--- src/rtl/jk_skip_pkg.sv ---
`timescale 1ns/1ps
package jk_skip_pkg;
    localparam int STW = 3;
    localparam int NCODES = 1 << STW;

    typedef logic [STW-1:0] code_t;

    typedef struct packed {
        logic j;
        logic k;
    } jk_t;

    localparam code_t CODE_HOME = 3'd0;
    localparam code_t CODE_WRAP = 3'd6;

    function automatic logic jk_apply(input logic q, input jk_t c);
        logic r;
        case ({c.j, c.k})
            2'b00:   r = q;
            2'b01:   r = 1'b0;
            2'b10:   r = 1'b1;
            default: r = ~q;
        endcase
        return r;
    endfunction
endpackage

--- src/rtl/jk_skip_excite.sv ---
`timescale 1ns/1ps
module jk_skip_excite
    import jk_skip_pkg::*;
(
    input  code_t              q,
    output jk_t   [STW-1:0]    ctl
);
    always_comb begin
        ctl[2].j = q[1];
        ctl[2].k = ~q[0];
        ctl[1].j = 1'b1;
        ctl[1].k = ~(q[2] & q[0]);
        ctl[0].j = ~q[2];
        ctl[0].k = q[2] & q[1];
    end
endmodule

--- src/rtl/jk_skip_bank.sv ---
`timescale 1ns/1ps
module jk_skip_bank
    import jk_skip_pkg::*;
(
    input  code_t            q,
    input  jk_t   [STW-1:0]  ctl,
    output code_t            d
);
    for (genvar i = 0; i < STW; i++) begin : g_bit
        assign d[i] = jk_apply(q[i], ctl[i]);
    end
endmodule

--- src/rtl/jk_skip_counter.sv ---
`timescale 1ns/1ps
module jk_skip_counter
    import jk_skip_pkg::*;
(
    input  logic           clk,
    input  logic           rst,
    output logic [STW-1:0] state,
    output logic           wrap
);
    code_t            state_q;
    code_t            nxt_state;
    jk_t   [STW-1:0]  ctl;

    jk_skip_excite u_excite (
        .q   (state_q),
        .ctl (ctl)
    );

    jk_skip_bank u_bank (
        .q   (state_q),
        .ctl (ctl),
        .d   (nxt_state)
    );

    always_ff @(posedge clk) begin
        if (rst) state_q <= CODE_HOME;
        else     state_q <= nxt_state;
    end

    assign state = state_q;
    assign wrap  = (state_q == CODE_WRAP);
endmodule

--- config.mk ---
export PLATFORM = sky130hd
export DESIGN_NAME = jk_skip_counter
export DESIGN_NICKNAME = d
export VERILOG_FILES = /design/src/rtl/jk_skip_pkg.sv /design/src/rtl/jk_skip_excite.sv /design/src/rtl/jk_skip_bank.sv /design/src/rtl/jk_skip_counter.sv
export SDC_FILE = /design/constraint.sdc
export NUM_CORES = 1
export LEC_CHECK = 0
export ABC_AREA = 1
export BUFFER_PORTS_ARGS = -buffer_cell sky130_fd_sc_hd__clkbuf_2
export CAP_MARGIN = 20
export CORE_AREA = 2 2 39 41
export CTS_CLUSTER_SIZE = 20
export DETAILED_ROUTE_END_ITERATION = 16
export DIE_AREA = 0 0 41 43
export GPL_ROUTABILITY_DRIVEN = 0
export HOLD_SLACK_MARGIN = 0.08
export PLACE_DENSITY_LB_ADDON = 0.2
export SYNTH_ARGS = -nofsm -noshare
export SYNTH_HDL_FRONTEND = slang
export SYNTH_SLANG_ARGS = --single-unit
--- constraint.sdc ---
create_clock -name clk -period 1.2 [get_ports clk]
set_clock_uncertainty 0.15 [all_clocks]
set_input_delay 0.12 -clock clk [delete_from_list [all_inputs] [get_ports clk]]
set_output_delay 0.12 -clock clk [all_outputs]
set_load 0.02 [all_outputs]
# Yosys cells after proc, flatten, opt, wreduce, memory -nomap -nowiden
# Index checks and enable logic that the tools add are counted.
[word_totals]
out_inout_bits = 4
register_bits = 3
[classes]
bitwise = 6
eq_ne = 5
reduce_logical = 3
mux = 3
[ops]
columns = ["operator", "n"]
rows = [
  ["2-bit zero test", 3],
  ["1-bit case mux with 3 select lines", 2],
  ["2-bit by 1-bit == test with 1-bit output (second input constant)", 2],
  ["2-bit == test (second input constant)", 2],
  ["1-bit inverter", 4],
  ["3-bit == test (second input constant)", 1],
  ["1-bit bitwise AND", 2],
  ["1-bit case mux with 2 select lines", 1],
]

# Longest topological paths before layout
[depth]
depth_word = 4
mapped_depth = 6
mapped_depth_nobuf = 6

# By module
# Synthesis repeated with hierarchy kept, for this count alone.
[unflattened]
cells_unflattened = 34
area_unflattened_um2 = 186.4
[modules_own_cells]
columns = ["mod", "n_inst", "cells_each", "area_per_inst_um2"]
rows = [
  ["jk_skip_counter", 1, 11, 92.6],
  ["jk_skip_bank", 1, 15, 56.3],
  ["jk_skip_excite", 1, 8, 37.5],
]

# Worst setup path before layout
# No wires, ideal clock.
[synth_path]
path_type = "flip-flop to flip-flop"
startpoint = "register state_q[0], in the netlist state[0]"
endpoint = "register state_q[2], in the netlist state[2]"
setup_slack_ps = -141
t_arrival_ps = 1075
t_required_ps = 935
setup_ps = 115
path_stages_with_launch = 7
path_cell_list = "dfxtp_1 > inv_1 > ha_1 > nand2_1 > nand2_1 > nor2_1 > nor2_1"
[synth_via]
elab_chain_len = 3
elab_cells_between_ends = 5
cone_classes = "eq/ne: 2; mux: 1; bitwise: 1; reduce/logical: 1"
[synth_lines]
columns = ["item", "line_no", "rtl"]
rows = [
  ["start: declaration", "jk_skip_counter.sv:10", "code_t state_q;"],
  ["start signal: assignment", "jk_skip_counter.sv:27", "else state_q <= nxt_state;"],
  ["1-bit inverter *", "jk_skip_excite.sv:10", "ctl[2].k = ~q[0];"],
  ["2-bit == test, or another cell as far along", "jk_skip_pkg.sv:18", "case ({c.j, c.k})"],
  ["1-bit case mux with 3 select lines", "jk_skip_pkg.sv:18", ""],
]
# Mark *: on every way between the ends. The rest lies on a longest branch, timed or not.
# A chain may end at the register's enable or synchronous reset.

# Final worst setup path
[layout_path]
startpoint = "register state_q[0], in the netlist state[0]"
endpoint = "output wrap"
[layout_via]
elab_chain_len = 1
[layout_lines]
columns = ["item", "line_no", "rtl"]
rows = [
  ["3-bit == test", "jk_skip_counter.sv:31", "assign wrap = (state_q == CODE_WRAP);"],
  ["end: declaration", "jk_skip_counter.sv:8", "output logic wrap"],
]
# No other way between the ends.

==> flow_summary.yaml <==
outcome:
  status: "complete, but fails checks"
  violations: "negative setup slack"
setup_path:
  crit_family: "flip-flops"
  cp_max_fo: 2
  path_buf_inv: 3
  start_kind: "flop"
  crit_path_end_kind: "output port"
  path_common_cell: "inv_2"
  crit_path_top_delay_cell: "dfxtp_4"
  cp.arrival_ns: 0.96
  crit_path_cell_trace: "inv_2, ha_4, nand2_2, inv_2, buf_8"
  critPathKind: "reg -> out"
  slowest_delay_ns: 0.34
  worstPathRequired_ns: 0.93
finish:
  final_util_pct: 20.5
  nets: 38
  largest_reg_flops: 3
  syn_to_final_growth_pct: 77.3
  diodes: 0
  final_cell_mix: "4 x nand2_1, 4 x clkbuf_2, 3 x inv_2, 3 x nor2_1, 3 x clkbuf_4"
  drive_gt1_share_pct: 53.1
logic_synthesis:
  ys_types: 7
  synth_seq_area_share_pct: 37.5
  synth_cells: 21
  synth_seq_cells: 3
  yosys.area.top_type_share_pct: 37.5
  yosys.area.top_type: "dfxtp_1"
  synth_warnings: 0
  synth_area_um2: 160
  synth_area_leaders: "dfxtp_1 38%, ha_1 23%, nand2_1 12%"
  syn-num-nets: 26
  avgSynthCellArea_um2: 7.63
global_route:
  gr-usage-all-layers_pct: 5.32
  grt_pass1_vias: 154
  grt_pass1_wl_um: 572
  overflow: 0
  antenna_found_initial: 0
  grt_max_degree: 7
clock_tree:
  cts.sink_count: 3
  tritoncts: "done"
  cts-htree-levels: 1
  cts_root_buf: "clkbuf_4"
  clock_latency_ns: 0.23
  cts-buffers-inserted: 3
  clk_pin_slew_worst_paths_ns: 0.04
  clock_path_buffers: 2
sta:
  finalMaxSlewViolations: 0
  fin_crit_sh_pct: 102
  min_period_ns: 1.23
  setup_violations: 1
  tightest_slew_ns: 0.203
  hold_violations: 0
  setup-tns-final_ns: -0.0295
  fmax_ghz: 0.813
  max-slew-margin-rel_pct: 86.4
  setup_slack_ns: -0.0295
  rsz0062_at_grt: "true"
power:
  p_total_mw: 0.408
  ir_drop_mv: 0.470
  p_leak_nw: 0.137
  power.density_nw_per_um2: 1440
drt:
  ant_nets: 0
  wl_um: 349
  drtIter0Drc: 2
  drc: 0
  firstDrtPassIters: 2
  vias_per_cell: 3.29
  vias: 158
  wl_per_cell_um: 7.27
floorplan:
  coreArea_um2: 1380
  io_pins: 6
  num_rows: 14
  fp.dieH_um: 43
  dieArea_um2: 1760
  initial_core_util_pct: 11.6
  die_w_um: 41
placement:
  io_buffers: 5
  place_hpwl_um: 261
run:
  max-cap-violations: 0
hold_path:
  holdCritPathClass: "reg -> reg"
## synth_stat cells
cell type and count:
a21oi_1 2, o21bai_1 1, ha_1 3, dfxtp_1 3, nand2_1 5, nor2_1 3
inv_1 4
## kinds of logic (layout without fill, tap and decap cells)
logic type | Yosys count | in the layout | synth area share (%)
AND/OR/NAND/NOR | 8 | 8 | 18.8
buffers and inverters | 4 | 15 | 9.37
flip-flops | 3 | 3 | 37.5
AO/OA/AOI/OAI | 3 | 3 | 10.9
adder cells (fa/ha/maj) | 3 | 3 | 23.4
## cell type report
cell class              instances  area (µm²)
repair buffers                  7        52.6
fillers                       156        1100
flip-flops and latches          3        67.6
well taps                      16        20.0
multi-input cells              14         103
inverters                       4        15.0
clock buffers                   4        26.3
## report_power, final
| part | switching [mW] | leakage [nW] | internal, mW |
|---|---|---|---|
| registers | 0.0169 | 0.0260 | 0.114 |
| clock network | 0.0493 | 0.0150 | 0.124 |
| logic | 0.0572 | 0.0960 | 0.0464 |
| total | 0.123 | 0.137 | 0.285 |
## stage by stage
| step | hold slack [ns] | instances | setup WS, ns | instance area [µm²] |
|---|---|---|---|---|
| final | 0.325 | 48 | -0.0295 | 284 |
| after global routing | 0.343 | 48 | -0.0723 | 284 |
| after CTS | 0.330 | 48 | -0.0618 | 278 |
| after detailed placement | 0.160 | 42 | -0.0245 | 210 |
| after global placement | 0.158 | 42 | 0.00586 | 210 |
| after floorplan | 0.0294 | 21 | 0.00316 | 165 |
## worst paths after layout
path | start | to | slack [ns] | cells past startpoint
setup / recovery | state[0]$_SDFFE_PP0P_ | wrap | -0.03 | 5
hold / removal | state[1]$_SDFF_PP0_ | state[1]$_SDFF_PP0_ | 0.33 | 1
setup reg to reg | state[0]$_SDFFE_PP0P_ | state[2]$_SDFFE_PP0P_ | 0.04 | 6
hold reg to reg | state[1]$_SDFF_PP0_ | state[1]$_SDFF_PP0_ | 0.33 | 1
## worst register-to-register path: stages (launching register included)
cell     delay (ns)
dfxtp_4        0.33
buf_4          0.15
ha_1           0.19
nand2_1        0.05
nand2_1        0.05
nor2_1         0.08
nor2_1         0.05
## routing by layer
metal	up-vias	global-route usage [%]	share of wire (%)
li1	87	-	-
met1	65	6.11	50
met2	6	5.94	41
met3	0	3.14	9.5
met5	-	0	0
met4	0	6.00	0
## repair_timing
item | in CTS | in global routing
endpoints found under the setup margin | 2 | 2
endpoints found under the hold margin | 3 | 0
setup buffers | 1 | 0
pin swaps | 1 | 1
resized for setup | 6 | 5
hold buffers | 1 | 0
Power figures use the tool's default switching activity.
